<file path="src/rtl/vcmp_mask_unit.sv">
module vcmp_mask_unit #(
  parameter int NELEM = 64,
  parameter int DW    = 64,
  localparam int IDX_W = $clog2(NELEM),
  localparam int LEN_W = $clog2(NELEM + 1)
) (
  input  logic             clk,
  input  logic             rst_n,
  input  logic             cmp_start,
  input  logic [2:0]       cmp_cond,
  input  logic             cmp_vs,
  input  logic [LEN_W-1:0] cmp_len,
  input  logic [DW-1:0]    scalar_in,
  input  logic             elem_valid,
  input  logic [DW-1:0]    elem_a,
  input  logic [DW-1:0]    elem_b,
  input  logic             mask_enable,
  input  logic             mask_disable,
  input  logic [IDX_W-1:0] wr_idx,
  input  logic             pop_req,
  output logic [NELEM-1:0] mask_o,
  output logic             wr_en,
  output logic             cmp_busy,
  output logic             pop_valid,
  output logic [LEN_W-1:0] pop_cnt
);

  logic [NELEM-1:0] mask_q;
  logic             mask_on;
  logic             busy_q;
  logic [LEN_W-1:0] len_q;
  logic [LEN_W-1:0] idx_q;
  logic [2:0]       cond_q;
  logic             vs_q;
  logic [DW-1:0]    scal_q;
  logic [LEN_W-1:0] ones;
  logic             hit;

  wire signed [DW-1:0] opa = elem_a;
  wire signed [DW-1:0] opb = vs_q ? scal_q : elem_b;

  always_comb begin
    case (cond_q)
      3'd0:    hit = (opa == opb);
      3'd1:    hit = (opa != opb);
      3'd2:    hit = (opa >  opb);
      3'd3:    hit = (opa <  opb);
      3'd4:    hit = (opa >= opb);
      3'd5:    hit = (opa <= opb);
      default: hit = 1'b0;
    endcase
  end

  always_comb begin
    ones = '0;
    for (int k = 0; k < NELEM; k++) ones = ones + LEN_W'(mask_q[k]);
  end

  always_ff @(posedge clk) begin
    if (!rst_n) begin
      mask_q <= '0;
      busy_q <= 1'b0;
      len_q  <= '0;
      idx_q  <= '0;
      cond_q <= '0;
      vs_q   <= 1'b0;
      scal_q <= '0;
    end else if (cmp_start) begin
      mask_q <= '0;
      busy_q <= (cmp_len != '0);
      len_q  <= cmp_len;
      idx_q  <= '0;
      cond_q <= cmp_cond;
      vs_q   <= cmp_vs;
      scal_q <= scalar_in;
    end else if (busy_q && elem_valid) begin
      mask_q[idx_q[IDX_W-1:0]] <= hit;
      idx_q <= idx_q + LEN_W'(1);
      if (idx_q == len_q - LEN_W'(1)) busy_q <= 1'b0;
    end
  end

  always_ff @(posedge clk) begin
    if (!rst_n)            mask_on <= 1'b0;
    else if (mask_disable) mask_on <= 1'b0;
    else if (mask_enable)  mask_on <= 1'b1;
  end

  always_ff @(posedge clk) begin
    if (!rst_n) begin
      pop_valid <= 1'b0;
      pop_cnt   <= '0;
    end else begin
      pop_valid <= pop_req;
      if (pop_req) pop_cnt <= ones;
    end
  end

  assign mask_o   = mask_q;
  assign cmp_busy = busy_q;
  assign wr_en    = !mask_on || mask_q[wr_idx];

endmodule

</file>
<file path="config.mk">
export PLATFORM = sky130hd
export DESIGN_NAME = vcmp_mask_unit
export DESIGN_NICKNAME = d
export VERILOG_FILES = /design/src/rtl/vcmp_mask_unit.sv
export SDC_FILE = /design/constraint.sdc
export NUM_CORES = 1
export LEC_CHECK = 0
export ABC_AREA = 1
export BUFFER_PORTS_ARGS = -buffer_cell sky130_fd_sc_hd__buf_2
export CORE_UTILIZATION = 40
export CTS_CLUSTER_SIZE = 30
export DETAILED_ROUTE_END_ITERATION = 8
export PLACE_DENSITY = 0.61
export RECOVER_POWER = 100
export SYNTH_ARGS = -nofsm -noshare
export SYNTH_HDL_FRONTEND = slang
export SYNTH_SLANG_ARGS = --single-unit
</file>
<file path="constraint.sdc">
create_clock -name clk -period 5.7 [get_ports clk]
set_input_delay 0.57 -clock clk [delete_from_list [all_inputs] [get_ports clk]]
set_output_delay 0.57 -clock clk [all_outputs]
set_load 0.05 [all_outputs]
</file>
# [Yosys cells after proc, flatten, opt, wreduce, memory -nomap -nowiden]
# Index checks and enable logic that the tools add are counted.
# Widths: inputs -> output; s select.
[word_totals] regBits=156 out_inout_bits=74 word_cells=112 inputBits=216
[op_classes] eq_ne=8 reduce_logical=11 muxes=10 n_lt_le_gt_ge=7 addsub=65 bitwise=1
[ops] operator="$add 7x1->7" count=57
[ops] operator="$bwmux 64" count=1
[ops] operator="$eq 64x64->1" count=1
[ops] operator="$ge 64x64->1" count=1
[ops] operator="$gt 64x64->1" count=1
[ops] operator="$le 64x64->1" count=1
[ops] operator="$lt 64x64->1" count=1
[ops] operator="$mux 64" count=1
[ops] operator="$ne 64x64->1" count=1
[ops] operator="$lt 6x7->1 const B" count=2
[ops] operator="$add 6x1->7" count=1
[ops] operator="$add 7x1->7 const B" count=1
[ops] operator="$eq 7x7->1" count=1
[ops] operator="$reduce_bool 7->1" count=1
[ops] operator="$sub 7x1->7 const B" count=1
[ops] operator="$add 5x1->6" count=1
[ops] operator="$bmux 1 s6" count=1
[ops] operator="$demux 1 s6" count=1
[ops] operator="$eq 3x2->1 const B" count=2
[ops] operator="$eq 3x3->1 const B" count=2
[ops] operator="$ge 6x1->1 const B" count=1
[ops] operator="$pmux 1 s6" count=1
[ops] operator="$add 4x1->5" count=1
[ops] operator="$mux 1" count=5
[ops] operator="12 further kinds" count=15

# [Depth between registers and ports, before layout]
[logic_depth] ltp_word=63 ltp_mapped=26 depth_no_buf=26

# [Least setup slack after synthesis]
# Ideal clock, no wire load.
[synth_path] path_kind="register -> register" from="register mask_q[35] (netlist: mask_o[35])" to="register pop_cnt[5]" setup_ps=115 t_arrival_ps=6155 path_slack_ps=-571 period_less_slack_ps=6271 required_ps=5585 path_stages_with_launch=25 path_buffers=0 path_cell_list="dfxtp_1 > inv_1 > fa_1 > inv_1 > fa_1 > fa_1 > inv_1 > fa_1 > inv_1 > fa_1 > fa_1 > fa_1 > inv_1 > fa_1 > inv_1 > ha_1 > a21oi_1 > nor2_1 > nor2_1 > nor2_1 > o21ai_0 > nand2_1 > xnor2_1 > o21ai_0 > inv_1"
[synth_via] elab_chain_cells=29
[synth_rtl] item="from (decl)" line_no="28" text="logic [NELEM-1:0] mask_q;"
[synth_rtl] item="from (signal, indexed assignment)" line_no="77" text="mask_q[idx_q[IDX_W-1:0]] <= hit;"
[synth_rtl] item="$add 7x1->7 (29 in a row)" line_no="56" text="for (int k = 0; k < NELEM; k++) ones = ones + LEN_W'(mask_q[k]);"
[synth_rtl] item="to (signal assigned)" line_no="95" text="if (pop_req) pop_cnt <= ones;"
[synth_rtl] item="to (decl)" line_no="25" text="output logic [LEN_W-1:0] pop_cnt"
# No other way between the ends.
# A chain may end at the register's enable or synchronous reset.

# [Final worst setup path]
# Same ends and word-level chain as after synthesis.

==> results.md <==
* Gate Count Post-Synth at 1568
* Vias/cell at 4.90
* Leakage power at 6.69 nW
* Power after layout at 2.92 mW
* Period minus WS final at 5.89 ns
* Share of the synthesized area in the top cell type at 0.270
* Post-DP Area at 0.0136 mm²
* Net Count, Synth at 1919
* EDFF count, synth at 0
* Starting Density at 0.411
* Hold Crit Class: in -> reg
* CTS buffer count at 17
* Worst-path maximum fanout at 2
* Fraction of registers with async set or reset after synthesis at 0
* CTS H-tree depth at 4
* Global-route wire length before repair at 58400 µm
* CP peak stage delay at 0.55 ns
* Crit end category: register
* Antenna viol nets, final at 0
* Area leader, netlist: dfxtp_1
* Routability congestion estimate at 0.951
* Final worst path period share at 1.03
* Seq/Total Area, Yosys at 0.270
* Main synth FF type: dfxtp_1
* Slowest CP cell: fa_1
* CTS max path bufs at 2
* Yosys reg bits at 156
* Fin nets at 2219
* Routed WL at 37100 µm
* CTS root buf: clkbuf_16
* Die area at 0.0296 mm²
* Fin worst setup slack at -0.189 ns
* Synth Cell Area at 0.0116 mm²
* Wire per inst at 16.3 µm
* Pwr dens at 206 mW/mm²
* Maxcap violations at 2
* Most frequent CP cell: fa_1
* Sequential power share at 0.398
* Worst Path Arrival at 6.23 ns
* CTS tree: done
* 1st-pass router iterations at 5
* Initial drt markers at 682
* Core area at 0.0282 mm²
* Status: finished, violations left
* IR drop worst, VDD at 0.000177 V
* Failing checks: capacitance limit, slew limit, setup timing
* Area delta synth->final at 22.6%
* IO Port Bufs at 289
* Ranking of synthesized cells by area: dfxtp_1, nor2_1, fa_1
* Vias at 11.1k
* Critical path start-end classification: reg -> reg
* Syn Area/Cell at 7.39 µm²
* Final hold slack at 0.283 ns
* Commonest cells in the netlist: nor2_1, inv_1, nand2_1
* Max-slew violations at 124
* Logic pwr share at 0.177
* Rel. slew slack at -1.16
* Startpoint types: register
* Net Sw Power at 0.861 mW
* Die Y at 172 µm
* Int Pwr at 2.06 mW
* Worst-skew pair later-pin latency at 0.44 ns
* Initial antenna violation count at 14
* Final hold vios at 0
* Setup TNS at -0.715 ns
* Actual slew at the worst max-slew pin at 3.24 ns
* WP data required at 6.04 ns
* Clock skew at 0.0108 ns
* Fin area at 0.0142 mm²
* Synth unique cells at 44
* Die span in x at 172 µm
* Post-CTS Hold Fix Bufs at 0
* Largest net degree at the start of global routing at 83
* Fin util at 0.504
* Setup violators final at 5
* Share of cells above drive strength 1 at 0.230
* Max frequency at 0.170 GHz
* DRC violations left at 0
* Overflow left after global routing at 0
* Unrepaired setup endpoints after global routing: yes
* Yosys synthesis warning count at 0
* DP HPWL at 28200 µm
* Tot GR Track Use at 0.261
* Clk network pwr share at 0.425
* Reg-to-reg setup timing slack at -0.19 ns
* IO Count at 290
* Switching part of the total at 0.295
* Top-count cell post-synth: nor2_1
* CTS Sinks at 156
* Number of global-route vias before repair at 11.2k
* Row Count at 61
* CTS clk-pin slew, worst paths at 0.07 ns
* Layout fillers at 2886
## path summary, 6_finish.rpt
| kind | end | cells past startpoint | from |
|---|---|---|---|
| min reg2reg | pop_cnt[3]$_SDFFE_PN0P_ | 2 | pop_cnt[3]$_SDFFE_PN0P_ |
| min | mask_on$_SDFFE_PP0P_ | 2 | mask_disable |
| max reg2reg | pop_cnt[5]$_SDFFE_PN0P_ | 26 | mask_o[35]$_SDFFE_PP0P_ |
| max | pop_cnt[5]$_SDFFE_PN0P_ | 26 | mask_o[35]$_SDFFE_PP0P_ |
## power groups by stage
stage               sequential, mW  combinational, mW  clock, mW
CTS                           1.16              0.517       1.26
global placement              1.19              0.508          0
detailed placement            1.19              0.514          0
finish                        1.16              0.517       1.24
global route                  1.17              0.584       1.31
floorplan                     1.18              0.364          0
## sequential cells by signal, indices dropped and copies added (netlist names), 3 cells and up
register and count:
idx_q 7, cond_q 3, mask_o 64, len_q 7
pop_cnt 7, scal_q 64
## through the flow
stage	std cells	setup WS [ns]
final	2270	-0.189
after detailed placement	2225	-0.133
after global routing	2270	-0.443
after global placement	2225	-0.136
after floorplan	1568	-0.0189
after CTS	2256	-0.202
## cell usage in the layout, fill, tap and decap left out, drive strengths merged
cell type  count
inv          250
or4            1
nand3         73
dfxtp        156
a22oi          1
ha            81
nand3b         1
o221ai         3
nor4           1
o21ai        132
mux2i         63
diode         12
a21boi         1
nand4          4
a221oi         6
fa            54
a21oi         55
clkinv         2
xor2           5
clkbuf        96
o221a          1
bufinv         2
o22ai          3
a21o           5
clkinvlp       2
xnor2          6
o211ai         2
o2111ai        2
mux2           1
o31ai          2
o21a          17
nand2        186
nor2         382
nor3          13
o21bai         2
buf          269
## critical path, delay by kind of cell, from the launching register on
kind,cells,cell delay (ns)
compound gates,3,0.38
simple gates,4,0.28
fa+ha+maj,9,4.20
xor+xnor,1,0.14
buf+inv,9,0.45
flops,1,0.34
## cell families (layout without fill, tap and decap cells)
| kind of cell | Yosys count | after routing | share of synthesized area |
|---|---|---|---|
| AND/OR/NAND/NOR | 661 | 661 | 0.257 |
| flip-flops | 156 | 156 | 0.270 |
| other | 0 | 12 | 0 |
| buffers and inverters | 309 | 621 | 0.116 |
| AO/OA/AOI/OAI | 232 | 232 | 0.112 |
| XOR/XNOR | 11 | 11 | 0.00832 |
| multiplexers | 64 | 64 | 0.0554 |
| adder cells (fa/ha/maj) | 135 | 135 | 0.181 |
## repair_timing
item	CTS	global route
endpoints found under the setup margin	5	6
gates resized for setup	5	13
buffers inserted	0	2
pin swaps	1	2
## layout make-up
class | count | area (µm²) | area share
Antenna cell | 12 | 30.0 | 0.00212
Clock buffer | 21 | 503 | 0.0354
Clock inverter | 10 | 125 | 0.00881
Inverter | 246 | 923 | 0.0651
Multi-Input combinational cell | 1103 | 7170 | 0.505
Sequential cell | 156 | 3180 | 0.224
Tap cell | 378 | 473 | 0.0333
Timing Repair Buffer | 344 | 1790 | 0.126
## per-layer routing
layer,vias to the layer above,GRT usage,share of wire
li1,5566,-,-
met1,5152,0.312,0.43
met2,351,0.443,0.47
met3,64,0.0620,0.069
met4,0,0.116,0.031
met5,-,0,0
Note: power is estimated with default switching activity, not from simulation.
